<file path="src/rtl/irq_agg_pkg.sv">
package irq_agg_pkg;
  localparam int NSRC      = 6;
  localparam int SRC_UART  = 0;
  localparam int SRC_RXHF  = 1;
  localparam int SRC_RXTMO = 2;
  localparam int SRC_TXHE  = 3;
  localparam int SRC_PORT0 = 4;
  localparam int NPORT     = 2;
  localparam int NSIG      = 3;
endpackage

</file>
<file path="src/rtl/irq_level_edge.sv">
module irq_level_edge #(
  parameter int W      = 5,
  parameter int THRESH = 8,
  parameter bit UPWARD = 1'b1,
  parameter bit INIT   = 1'b0
) (
  input  logic         clk,
  input  logic         rst_n,
  input  logic [W-1:0] level,
  output logic         fire
);
  logic cond, cond_q;

  generate
    if (UPWARD) begin : g_up
      assign cond = level >= W'(THRESH);
    end else begin : g_down
      assign cond = level <= W'(THRESH);
    end
  endgenerate

  always_ff @(posedge clk or negedge rst_n) begin
    if (!rst_n) cond_q <= INIT;
    else        cond_q <= cond;
  end

  assign fire = cond & ~cond_q;


  single_edge_chk: assert property (@(posedge clk) disable iff (!rst_n)
    fire |=> !fire);
endmodule

</file>
<file path="src/rtl/irq_rx_timeout.sv">
module irq_rx_timeout #(
  parameter int LVL_W     = 5,
  parameter int TMO_CHARS = 3
) (
  input  logic             clk,
  input  logic             rst_n,
  input  logic [LVL_W-1:0] rx_level,
  input  logic             rx_push,
  input  logic             rx_pop,
  input  logic             char_tick,
  output logic             fire
);
  localparam int CW = $clog2(TMO_CHARS + 2);

  logic [CW-1:0] cnt;
  logic          restart;

  assign restart = (rx_level == '0) | rx_push | rx_pop;
  assign fire    = char_tick & ~restart & (cnt == CW'(TMO_CHARS));

  always_ff @(posedge clk or negedge rst_n) begin
    if (!rst_n)                                      cnt <= '0;
    else if (restart)                                cnt <= '0;
    else if (char_tick && cnt <= CW'(TMO_CHARS))     cnt <= cnt + 1'b1;
  end


  restart_chk: assert property (@(posedge clk) disable iff (!rst_n)
    (rx_push || rx_pop) |=> cnt == '0);


  once_chk: assert property (@(posedge clk) disable iff (!rst_n)
    fire |=> !fire);
endmodule

</file>
<file path="src/rtl/irq_port_watch.sv">
module irq_port_watch #(
  parameter int NSIG = 3,
  parameter bit IDLE = 1'b1
) (
  input  logic            clk,
  input  logic            rst_n,
  input  logic [NSIG-1:0] lines,
  input  logic            routed,
  output logic            fire
);
  logic [NSIG-1:0] s1, s2, s3;

  always_ff @(posedge clk or negedge rst_n) begin
    if (!rst_n) begin
      s1 <= {NSIG{IDLE}};
      s2 <= {NSIG{IDLE}};
      s3 <= {NSIG{IDLE}};
    end else begin
      s1 <= lines;
      s2 <= s1;
      s3 <= s2;
    end
  end

  assign fire = (|(s2 ^ s3)) & ~routed;


  steady_chk: assert property (@(posedge clk) disable iff (!rst_n)
    $stable(s2) |=> !fire || !$stable(s2));
endmodule

</file>
<file path="src/rtl/uart_irq_agg.sv">
module uart_irq_agg
  import irq_agg_pkg::*;
#(
  parameter int DEPTH     = 16,
  parameter int TMO_CHARS = 3,
  localparam int LVL_W    = $clog2(DEPTH + 1),
  localparam int HALF     = DEPTH / 2
) (
  input  logic             clk,
  input  logic             rst_n,
  input  logic             uart_irq,
  input  logic [LVL_W-1:0] rx_level,
  input  logic [LVL_W-1:0] tx_level,
  input  logic             rx_push,
  input  logic             rx_pop,
  input  logic             char_tick,
  input  logic [1:0]       port_sel,
  input  logic [NSIG-1:0]  m1_status,
  input  logic [NSIG-1:0]  m2_status,
  input  logic [NSRC-1:0]  mask,
  input  logic             src_rd,
  output logic [NSRC-1:0]  src_q,
  output logic             irq
);
  logic [NSRC-1:0] set_vec;
  logic [NSIG-1:0] port_lines [NPORT];

  assign port_lines[0] = m1_status;
  assign port_lines[1] = m2_status;
  assign set_vec[SRC_UART] = uart_irq;

  irq_level_edge #(.W(LVL_W), .THRESH(HALF), .UPWARD(1'b1), .INIT(1'b0)) u_rxhf (
    .clk(clk), .rst_n(rst_n), .level(rx_level), .fire(set_vec[SRC_RXHF]));

  irq_level_edge #(.W(LVL_W), .THRESH(HALF), .UPWARD(1'b0), .INIT(1'b1)) u_txhe (
    .clk(clk), .rst_n(rst_n), .level(tx_level), .fire(set_vec[SRC_TXHE]));

  irq_rx_timeout #(.LVL_W(LVL_W), .TMO_CHARS(TMO_CHARS)) u_tmo (
    .clk(clk), .rst_n(rst_n), .rx_level(rx_level), .rx_push(rx_push),
    .rx_pop(rx_pop), .char_tick(char_tick), .fire(set_vec[SRC_RXTMO]));

  for (genvar p = 0; p < NPORT; p++) begin : g_port
    irq_port_watch #(.NSIG(NSIG), .IDLE(1'b1)) u_watch (
      .clk(clk), .rst_n(rst_n), .lines(port_lines[p]),
      .routed(port_sel == 2'(p + 1)), .fire(set_vec[SRC_PORT0 + p]));
  end

  always_ff @(posedge clk or negedge rst_n) begin
    if (!rst_n)      src_q <= '0;
    else if (src_rd) src_q <= set_vec;
    else             src_q <= src_q | set_vec;
  end

  assign irq = |(src_q & mask);


  uart_latch_chk: assert property (@(posedge clk) disable iff (!rst_n)
    uart_irq |=> src_q[SRC_UART]);


  read_clear_chk: assert property (@(posedge clk) disable iff (!rst_n)
    (src_rd && set_vec == '0) |=> src_q == '0);


  quiet_chk: assert property (@(posedge clk) disable iff (!rst_n)
    (src_q == '0) |-> !irq);
endmodule

</file>
<file path="config.mk">
export PLATFORM = sky130hd
export DESIGN_NAME = uart_irq_agg
export DESIGN_NICKNAME = d
export VERILOG_FILES = /design/src/rtl/irq_agg_pkg.sv /design/src/rtl/irq_level_edge.sv /design/src/rtl/irq_rx_timeout.sv /design/src/rtl/irq_port_watch.sv /design/src/rtl/uart_irq_agg.sv
export SDC_FILE = /design/constraint.sdc
export NUM_CORES = 1
export LEC_CHECK = 0
export BUFFER_PORTS_ARGS = -buffer_cell sky130_fd_sc_hd__buf_4
export CORE_UTILIZATION = 54
export CTS_BUF_LIST = sky130_fd_sc_hd__clkbuf_4
export DETAILED_ROUTE_END_ITERATION = 8
export GPL_TIMING_DRIVEN = 0
export PLACE_DENSITY = 0.95
export SLEW_MARGIN = 25
export SYNTH_ARGS = -nofsm -noshare
export SYNTH_HDL_FRONTEND = slang
export SYNTH_SLANG_ARGS = --single-unit
</file>
<file path="constraint.sdc">
create_clock -name clk -period 3.48 [get_ports clk]
set_clock_uncertainty 0.15 [all_clocks]
set_input_delay 0.174 -clock clk [delete_from_list [all_inputs] [get_ports clk]]
set_output_delay 0.174 -clock clk [all_outputs]
set_load 0.01 [all_outputs]
</file>
==> reports/metrics.yaml <==
run_status: "finished clean"
die_x_microns: 46.77
cp_max_fo: 4
cts_sinks: 29
finalSetupViolations: 0
p_sw_mw: 0.1631
min_to: "u_tmo.cnt[2]$_DFFE_PN0P_"
required_ns: 3.59
hold_viol_final: 0
rsz0062_at_grt: "no"
synth_seq_cells: 29
clock_power_share: 0.284
worstRegToRegCells: 5
grt_max_degree: 30
ir_worst_vdd_v: 0.0004270
tritoncts: "built"
vias: 829
ctsHtreeMaxLevel: 2
yosysTopAreaCell: "dfstp_2"
wire_per_inst_microns: 17.33
clk_path_buf_depth: 2
synth_top_area_share: 0.4613
r2r_start: "u_tmo.cnt[0]$_DFFE_PN0P_"
cts_setup_buffers: 0
path_class: "input port to register"
p_sw_frac: 0.2487
drc: 0
drv_cap: 0
antenna_found_initial: 0
p_int_mw: 0.4928
finalMaxSlewViolations: 0
powerDensity_nw_per_um2: 409.6
dieHeight_microns: 46.77
clkTransAtPathRegs_ns: 0.09
grtUsageTotal: 0.2956
maxSlewHeadroom: 0.7688
mappedNetlistArea_sq_um: 1082
io_pins: 38
avgSynthCellArea_sq_um: 14.63
p_seq_frac: 0.574
dp_hpwl_microns: 1368
area_delta_synth_final_pct: 47.98
finalWirelength_microns: 2772
dieArea_sq_um: 2187
r2r_slack_ns: 1.35
whs_ns: 0.03311
num_rows: 15
pwr-share-comb: 0.142
crit_path_start_kind: "input port"
total_power_mw: 0.6559
initial_core_util: 0.6007
synth_cell_types: 24
yosys_warnings: 0
num-fill-cells: 83
leakagePower_nw: 0.7194
tightest_slew_ns: 0.3457
io_buffers: 37
synth_nets: 107
reg2reg_to: "u_tmo.cnt[0]$_DFFE_PN0P_"
numCtsBuffers: 5
worstPathArrival_ns: 2.43
nNetsFinal: 167
end_kind: "register"
synthCells: 74
grt_pass1_vias: 906
drive_above_1_share: 0.4815
clkLatencyLatePin_ns: 0.32
grt.overflow.total: 0
globalplace.congestion: 0.7104
fmax_ghz: 0.4297
drtIter0Drc: 10
grt_pass1_wl_microns: 4084
ant_nets: 0
n_antenna_cell: 0
worstHoldPathCells: 3
finalCriticalPeriod_ns: 2.327
cts_root_buf: "clkbuf_4"
ys_seq_area_frac: 0.6925
synthTopCellsByArea: "dfstp_2 46%, dfrtp_1 23%, xnor2_1 4.9%"
firstDrtPassIters: 4
setup_tns_ns: 0
hold_path.class: "input port to register"
post-route-period-util: 0.6688
viasPerCell: 5.181
core_sq_um: 1802
min-delay-start: "rx_level[2]"
cell usage after synthesis:
master / number
o41ai_4: 1
nand2_1: 2
or3_4: 1
dfrtp_1: 10
o21bai_1: 1
nand2b_1: 3
nand3_1: 3
xnor2_1: 6
o21ai_0: 1
nor2_1: 1
ha_1: 2
dfstp_2: 19
a311oi_1: 1
o2bb2ai_1: 1
a22oi_1: 3
a21oi_2: 1
a21oi_1: 4
inv_1: 5
a211o_1: 1
a211oi_1: 1
a21o_1: 1
nor2b_1: 1
or2_1: 1
a22o_1: 4
flip-flops by register name, summed over array words and instances, names as in the netlist:
register / count
g_port.u_watch.s1: 6
g_port.u_watch.s2: 6
g_port.u_watch.s3: 6
src_q: 6
u_rxhf.cond_q: 1
u_tmo.cnt: 3
u_txhe.cond_q: 1
layout make-up:
cell class / instances / area (sq um) / share of cell area
sequential: 29 / 749.5 / 0.4680
timing repair buffer: 53 / 437.9 / 0.2734
multi-input combinational: 40 / 314.1 / 0.1961
clock buffer: 5 / 37.54 / 0.02344
tap: 25 / 31.28 / 0.01953
inverter: 5 / 18.77 / 0.01172
clock inverter: 3 / 12.51 / 0.007812
logic make-up after synthesis:
group | Yosys count | share of synthesized area
buf+inv | 5 | 0.01734
fa+ha+maj | 2 | 0.02312
compound gates | 20 | 0.1549
xor+xnor | 6 | 0.04855
flops | 29 | 0.6925
simple gates | 12 | 0.06359
layout by cell type, fill, tap and decap left out, drive strengths merged:
master and instances:
nand2 2, nand3 3, xnor2 6, nor2b 1, o21ai 1, a21o 1, o21bai 1, a22oi 3
or3 1, a311oi 1, dfstp 19, ha 2, a22o 4, buf 37, inv 5, o2bb2ai 1
a211oi 1, a211o 1, nand2b 3, a21oi 5, clkbuf 5, dlygate4sd3 16, dfrtp 10, nor2 1
o41ai 1, or2 1, clkinv 3
worst max-delay path by stage:
stage | startpoint | to | slack [ns] | cells after the start
floorplan | u_tmo.cnt[0]$_DFFE_PN0P_ | u_tmo.cnt[2]$_DFFE_PN0P_ | 2.05 | 4
global placement | u_tmo.cnt[0]$_DFFE_PN0P_ | u_tmo.cnt[1]$_DFFE_PN0P_ | 1.98 | 5
detailed placement | u_tmo.cnt[0]$_DFFE_PN0P_ | u_tmo.cnt[1]$_DFFE_PN0P_ | 1.85 | 5
CTS | rx_push | u_tmo.cnt[0]$_DFFE_PN0P_ | 1.17 | 7
global route | rx_push | u_tmo.cnt[0]$_DFFE_PN0P_ | 1.09 | 7
finish | rx_push | u_tmo.cnt[0]$_DFFE_PN0P_ | 1.15 | 7
critical path, cell delays in order:
cell,delay [ns]
dlygate4sd3_1,0.55
buf_4,0.13
nor2_1,0.06
dlygate4sd3_1,0.60
o41ai_4,0.11
a311oi_1,0.21
dlygate4sd3_1,0.59
power by group through the flow:
stage / sequential, mW / clock [mW] / combinational, mW
finish: 0.376 / 0.187 / 0.0930
global placement: 0.379 / 0 / 0.0705
global route: 0.378 / 0.201 / 0.101
detailed placement: 0.381 / 0 / 0.0729
CTS: 0.375 / 0.186 / 0.0875
floorplan: 0.381 / 0 / 0.0239
through the flow:
stage                       util  setup WS, ns  instances  instance area, sq um
after global routing      0.8889         1.089        160                  1602
after CTS                 0.8889         1.170        160                  1602
after detailed placement  0.7722         1.854        136                  1391
after global placement    0.7722         1.983        136                  1391
final                     0.8889         1.153        160                  1602
after floorplan                -         2.046         74                  1082
metal layers:
layer | GRT usage | wire length (microns)
met1 | 0.3133 | 1003
met2 | 0.5167 | 1519
met3 | 0.08846 | 162
met4 | 0.1771 | 87
met5 | 0 | 0
timing repair:
action                                  CTS  global route
endpoints found under the hold margin    42             0
endpoints found under the setup margin    0             0
hold buffers                             16             0
gates resized for setup                   0             0
Power figures use the tool's default switching activity.
